**src/rtl/npc_pkg.sv**
```systemverilog
package npc_pkg;

  localparam int OPC_W      = 6;
  localparam int INSN_BYTES = 4;

  typedef enum logic [2:0] {
    CF_NONE,
    CF_EQ,
    CF_NE,
    CF_LT,
    CF_GT,
    CF_JMP
  } cf_kind_e;

  // Opcode values; their order fixes which comparison each one picks.
  localparam logic [OPC_W-1:0] OPC_EQ  = 6'b100000;
  localparam logic [OPC_W-1:0] OPC_NE  = 6'b100001;
  localparam logic [OPC_W-1:0] OPC_LT  = 6'b100010;
  localparam logic [OPC_W-1:0] OPC_GT  = 6'b100011;
  localparam logic [OPC_W-1:0] OPC_JMP = 6'b100100;

  function automatic cf_kind_e cf_decode(input logic [OPC_W-1:0] opc);
    cf_kind_e k;
    case (opc)
      OPC_EQ:  k = CF_EQ;
      OPC_NE:  k = CF_NE;
      OPC_LT:  k = CF_LT;
      OPC_GT:  k = CF_GT;
      OPC_JMP: k = CF_JMP;
      default: k = CF_NONE;
    endcase
    return k;
  endfunction

endpackage

```
**src/rtl/npc_cond.sv**
```systemverilog
module npc_cond #(
  parameter int XLEN       = 32,
  parameter bit SIGNED_CMP = 1'b1
) (
  input  npc_pkg::cf_kind_e kind,
  input  logic [XLEN-1:0]   a,
  input  logic [XLEN-1:0]   b,
  output logic              hit
);
  import npc_pkg::*;

  logic eq, lt, gt;

  assign eq = (a == b);

  // The parameter picks how "less" and "greater" read the operands.
  generate
    if (SIGNED_CMP) begin : g_signed
      assign lt = $signed(a) < $signed(b);
      assign gt = $signed(a) > $signed(b);
    end else begin : g_unsigned
      assign lt = a < b;
      assign gt = a > b;
    end
  endgenerate

  always_comb begin
    case (kind)
      CF_EQ:   hit = eq;
      CF_NE:   hit = !eq;
      CF_LT:   hit = lt;
      CF_GT:   hit = gt;
      CF_JMP:  hit = 1'b1;
      default: hit = 1'b0;
    endcase
  end

endmodule

```
**src/rtl/npc_target.sv**
```systemverilog
module npc_target #(
  parameter int XLEN  = 32,
  parameter int IDX_W = 26,
  parameter int IMM_W = 16
) (
  input  logic [XLEN-1:0]  base,
  input  logic [IDX_W-1:0] field,
  input  logic             is_jump,
  output logic [XLEN-1:0]  target
);
  import npc_pkg::*;

  localparam int SH = $clog2(INSN_BYTES);

  logic [XLEN-1:0] imm_ext;
  logic [XLEN-1:0] br_off;
  logic [XLEN-1:0] fall_thru;
  logic [XLEN-1:0] br_tgt;
  logic [XLEN-1:0] jmp_tgt;

  assign imm_ext   = {{(XLEN-IMM_W){field[IMM_W-1]}}, field[IMM_W-1:0]};
  assign br_off    = imm_ext << SH;
  assign fall_thru = base + XLEN'(INSN_BYTES);
  assign br_tgt    = fall_thru + br_off;
  assign jmp_tgt   = {{(XLEN-IDX_W-SH){1'b0}}, field, {SH{1'b0}}};
  assign target    = is_jump ? jmp_tgt : br_tgt;

endmodule

```
**src/rtl/npc_unit.sv**
```systemverilog
module npc_unit #(
  parameter int XLEN       = 32,
  parameter int IDX_W      = 26,
  parameter int IMM_W      = 16,
  parameter bit SIGNED_CMP = 1'b1
) (
  input  logic                      clk,
  input  logic                      rst,
  input  logic                      ex_valid,
  input  logic [npc_pkg::OPC_W-1:0] ex_opcode,
  input  logic [XLEN-1:0]           ex_pc,
  input  logic [XLEN-1:0]           opnd_a,
  input  logic [XLEN-1:0]           opnd_b,
  input  logic [IDX_W-1:0]          ex_field,
  output logic [XLEN-1:0]           pc,
  output logic [XLEN-1:0]           next_pc,
  output logic                      taken,
  output logic                      flush
);
  import npc_pkg::*;

  cf_kind_e        kind;
  logic            hit;
  logic            live;
  logic [XLEN-1:0] target;
  logic [XLEN-1:0] pc_q;
  logic            flush_q;

  assign kind = cf_decode(ex_opcode);

  npc_cond #(.XLEN(XLEN), .SIGNED_CMP(SIGNED_CMP)) i_cond (
    .kind (kind),
    .a    (opnd_a),
    .b    (opnd_b),
    .hit  (hit)
  );

  npc_target #(.XLEN(XLEN), .IDX_W(IDX_W), .IMM_W(IMM_W)) i_target (
    .base    (ex_pc),
    .field   (ex_field),
    .is_jump (kind == CF_JMP),
    .target  (target)
  );

  // An instruction in the shadow of a redirect is wrong-path.
  assign live    = ex_valid && !flush_q;
  assign taken   = live && hit;
  assign next_pc = taken ? target : pc_q + XLEN'(INSN_BYTES);

  always_ff @(posedge clk) begin
    if (rst) begin
      pc_q    <= '0;
      flush_q <= 1'b0;
    end else begin
      pc_q    <= next_pc;
      flush_q <= taken;
    end
  end

  assign pc    = pc_q;
  assign flush = flush_q;

endmodule

```
**config.mk**
```make
export PLATFORM = sky130hd
export DESIGN_NAME = npc_unit
export DESIGN_NICKNAME = d
export VERILOG_FILES = /design/src/rtl/npc_pkg.sv /design/src/rtl/npc_cond.sv /design/src/rtl/npc_target.sv /design/src/rtl/npc_unit.sv
export SDC_FILE = /design/constraint.sdc
export NUM_CORES = 1
export LEC_CHECK = 0
export BUFFER_PORTS_ARGS = -buffer_cell sky130_fd_sc_hd__buf_2
export CAP_MARGIN = 20
export CORE_MARGIN = 8
export CORE_UTILIZATION = 36
export DETAILED_ROUTE_END_ITERATION = 6
export GPL_ROUTABILITY_DRIVEN = 0
export HOLD_SLACK_MARGIN = 0.08
export PLACE_DENSITY_LB_ADDON = 0.12
export SYNTH_ARGS = -nofsm -noshare
export SYNTH_HDL_FRONTEND = slang
export SYNTH_SLANG_ARGS = --single-unit
```
**constraint.sdc**
```tcl
create_clock -name clk -period 4.8 [get_ports clk]
set_input_delay 0 -clock clk [delete_from_list [all_inputs] [get_ports clk]]
set_output_delay 0 -clock clk [all_outputs]
set_load 0.02 [all_outputs]
```
# ---- Yosys cells after proc, flatten, opt, wreduce, memory -nomap -nowiden
# Cells that the tools add are included.
# W data, S select, Z words.
dict set report totals {
  reg_bits 33
}
dict set report classes {
  n_eq_ne 11
  n_addsub 3
  mux 4
  n_reduce_logical 4
  magnitude_cmp 2
}
# cell n
set op_table {}
lappend op_table {{$add A32 B3 Y32 const B} 2}
lappend op_table {{$mux W32} 2}
lappend op_table {{$add A32 B32 Y32} 1}
lappend op_table {{$eq A32 B32 Y1} 1}
lappend op_table {{$gt A32 B32 Y1} 1}
lappend op_table {{$lt A32 B32 Y1} 1}
lappend op_table {{$eq A6 B6 Y1 const B} 5}
lappend op_table {{$pmux W3 S5} 1}
lappend op_table {{$eq A3 B2 Y1 const B} 2}
lappend op_table {{$eq A3 B3 Y1 const B} 2}
lappend op_table {{$pmux W1 S5} 1}
lappend op_table {{$eq A3 B1 Y1 const B} 1}
lappend op_table {{$logic_and A1 B1 Y1} 2}
lappend op_table {{$logic_not A1 Y1} 2}

# ---- Logic depth before layout (Yosys ltp)
dict set report depth {
  depth_word 6
  depth_mapped 13
}

# ---- Modules after synthesis
# From an unflattened synthesis, not the netlist that was laid out.
dict set report unflattened {
  cells_unflattened 712
  hier_area_um2 5315.1
}
# mod area_each_um2 n_inst cells_each
set by_module_without_submodules {}
lappend by_module_without_submodules {npc_target 2250.9 1 305}
lappend by_module_without_submodules {npc_unit 2144.6 1 286}
lappend by_module_without_submodules {npc_cond 919.6 1 121}

# ---- Worst setup path after synthesis
# Ideal clock, no wire load.
dict set report synth_timing {
  path_kind {input to output}
  start {in ex_pc[3]}
  end {out next_pc[29]}
  path_stages 11
  setup_slack_ns 1.908
  t_required_ns 4.800
  t_arrival_ns 2.892
  path_buffers 0
  path_cell_list {ha_1 > ha_1 > fa_1 > a21o_1 > a221o_1 > o221ai_1 > a21oi_1 > o41a_1 > a31oi_1 > xnor2_1 > o22ai_1}
}
dict set report synth_via {
  elab_chain_cells 4
}
# element line_no
set synth_rtl {}
lappend synth_rtl {{from (decl)} npc_unit.sv:11} ;# input logic [XLEN-1:0] ex_pc,
lappend synth_rtl {{$add A32 B3 Y32} npc_target.sv:23} ;# assign fall_thru = base + XLEN'(INSN_BYTES);
lappend synth_rtl {{$add A32 B32 Y32} npc_target.sv:24} ;# assign br_tgt = fall_thru + br_off;
lappend synth_rtl {{$mux W32} npc_target.sv:26} ;# assign target = is_jump ? jmp_tgt : br_tgt;
lappend synth_rtl {{$mux W32} npc_unit.sv:48} ;# assign next_pc = taken ? target : pc_q + XLEN'(INSN_BYTES);
lappend synth_rtl {{to (decl)} npc_unit.sv:16} ;# output logic [XLEN-1:0] next_pc,
# No other way between the ends.

# ---- Worst setup path in the final report
# Same ends and word-level chain as after synthesis.

==> out/metrics.csv <==
metric;value;unit
netlist_instances;652;
period_share;68.6;%
grt_max_degree;34;
power.leakage;3.33;nW
ant_nets;0;
die_x;135;um
synth_seq_area_share;13.0;%
ctsHoldBuffers;3;
drcViolationCount;0;
hold_depth;3;
p_per_area;188;nW/um2
cts_buffer_depth;2;
min-delay-start;ex_field[1];
cts-root-buf;clkbuf_16;
clock_skew;7.55;ps
synth.ff_latch_count;33;
hold_path_end;pc[3]$_SDFF_PP0_;
report.final.slew_viol_count;0;
ios;197;
ir_drop;103;uV
synth_ff_type;dfxtp_1;
crit_type;input port to output pin;
cp-start-kind;input port;
place_area;6170;um2
path_clk_slew;60;ps
fillCellCount;1453;
slew_headroom;43.4;%
whs;118;ps
cts_setup_buffers;0;
min_path_type;input port to flop;
clk_latency;280;ps
path_max_fanout;4;
final_cell_mix;buf_2 (196), ha_1 (90), a21oi_1 (56);
wl_per_cell;17.3;um
yosys.area.top_type;ha_1;
dp_cells;1007;
yosysUniqueCellTypes;67;
final_common_cell;buf_2;
drive_gt1_share;27.0;%
min_period;3290;ps
viasPerCell;5.46;
first_global_vias;5625;
grt-ovfl-total;0;
rsz0062_at_grt;false;
firstDrtPassIters;5;
crit_arrival;3290;ps
tightest_slew;847;ps
die_area;18100;um2
outcome;finished clean;
reg2reg_depth;8;
cts_buffers;5;
r2r_end;pc[28]$_SDFF_PP0_;
crit_path_start;ex_pc[3];
yosys_warnings;0;
htree_levels;2;
num_vias;5567;
stdcell_count;1019;
yosysTopAreaCellShare;22.2;%
place_ws;1510;ps
fin_tns_setup;0;ps
hold_violations;0;
setup_violations;0;
antenna_found_initial;1;
maxCapViolations;0;
drt_iter0_markers;266;
die_h;135;um
ff2ff_setup_slack;2180;ps
rr_startpoint;pc[4]$_SDFF_PP0_;
nets;1059;
end_kind;output pin;
grt_usage;18.7;%
synth_nets;874;
stdcell_area;6340;um2
finalWorstSetupSlack;1510;ps
grt_pass1_wl;27800;um
cts_sinks;33;
num_rows;43;
cts_tree;done;
core_region_area;13800;um2
synth_area;5070;um2
dp_hpwl;14800;um
cp.required;4800;ps
port_buffers;196;
start_util;36.7;%
wl;17600;um
avgSynthCellArea;7.77;um2
cts_resized;0;
ys_async_sr_fraction;0;%
fmax;304;MHz
synth_edf_count;0;
syn_to_final_growth;25.1;%
ys_top_cells_by_area;ha_1 (22%), dfxtp_1 (13%), a21oi_1 (5.5%), xnor2_1 (5.0%), xor2_1 (3.8%);
## synthesized netlist by cell type (all sizes together) (12+ instances only)
cell / count
clkbuf: 12
buf: 12
xnor2: 29
nand3: 31
nor2: 37
o21ai: 22
a211oi: 13
a21oi: 58
ha: 90
nand4: 16
and3: 22
and2: 14
dfxtp: 33
a21o: 13
inv: 43
nand2: 49
nor3: 17
xor2: 22
## kinds of logic (layout without fill, tap and decap cells)
logic type	count (synthesis)	count (layout)	share of synthesized area, %
buffers and inverters	67	253	5.85
muxes	10	10	1.97
adders and majority gates	91	91	22.6
and+or+nand+nor	214	214	22.2
xor gates and xnor gates	51	51	8.81
other	0	1	0
AOI/OAI and AO/OA	186	186	25.5
DFF	33	33	13.0
## worst max-delay path: stages
cell	delay [ps]
buf_2	100
ha_1	290
ha_1	230
fa_1	410
a21o_1	190
a221o_1	360
o221ai_1	370
a21oi_1	180
o41a_1	470
a31oi_1	240
xnor2_1	160
o22ai_1	110
buf_2	170
## state kept, by name, summed over array words and instances, names as in the netlist
name / flops
pc: 32
flush: 1
## how the worst max path moves through the flow
| stage | endpoint | cells after the start |
|---|---|---|
| floorplan | next_pc[29] | 11 |
| global placement | next_pc[29] | 13 |
| detailed placement | next_pc[29] | 13 |
| CTS | next_pc[29] | 13 |
| global route | next_pc[24] | 13 |
| finish | next_pc[29] | 13 |
## metrics by stage
stage	util (%)	total power, mW
after floorplan	-	0.697
after CTS	45.8	1.19
final	45.9	1.19
after global routing	45.9	1.28
after global placement	44.6	0.871
after detailed placement	44.6	0.879
## metal layers
metal | share of wire [%] | track usage (%)
met5 | 0 | 0
met2 | 46 | 31.6
met3 | 6.0 | 2.45
met4 | 2.3 | 5.12
met1 | 46 | 24.4
## layout make-up
class,instances,area [um2],share of cell area (%)
inverters,43,164,2.59
flip-flops and latches,33,661,10.4
clock buffers,8,136,2.15
well taps,180,225,3.55
repair buffers,202,1030,16.3
multi-input cells,552,4120,64.9
diodes,1,2.50,0.0395
## power by group
group,internal (mW),total (mW),switching [mW],leakage (nW)
Sequential,0.283,0.294,0.0109,0.267
Combinational,0.250,0.590,0.340,2.99
Clock,0.193,0.306,0.114,0.0652
(Power assumes the default switching activity.)
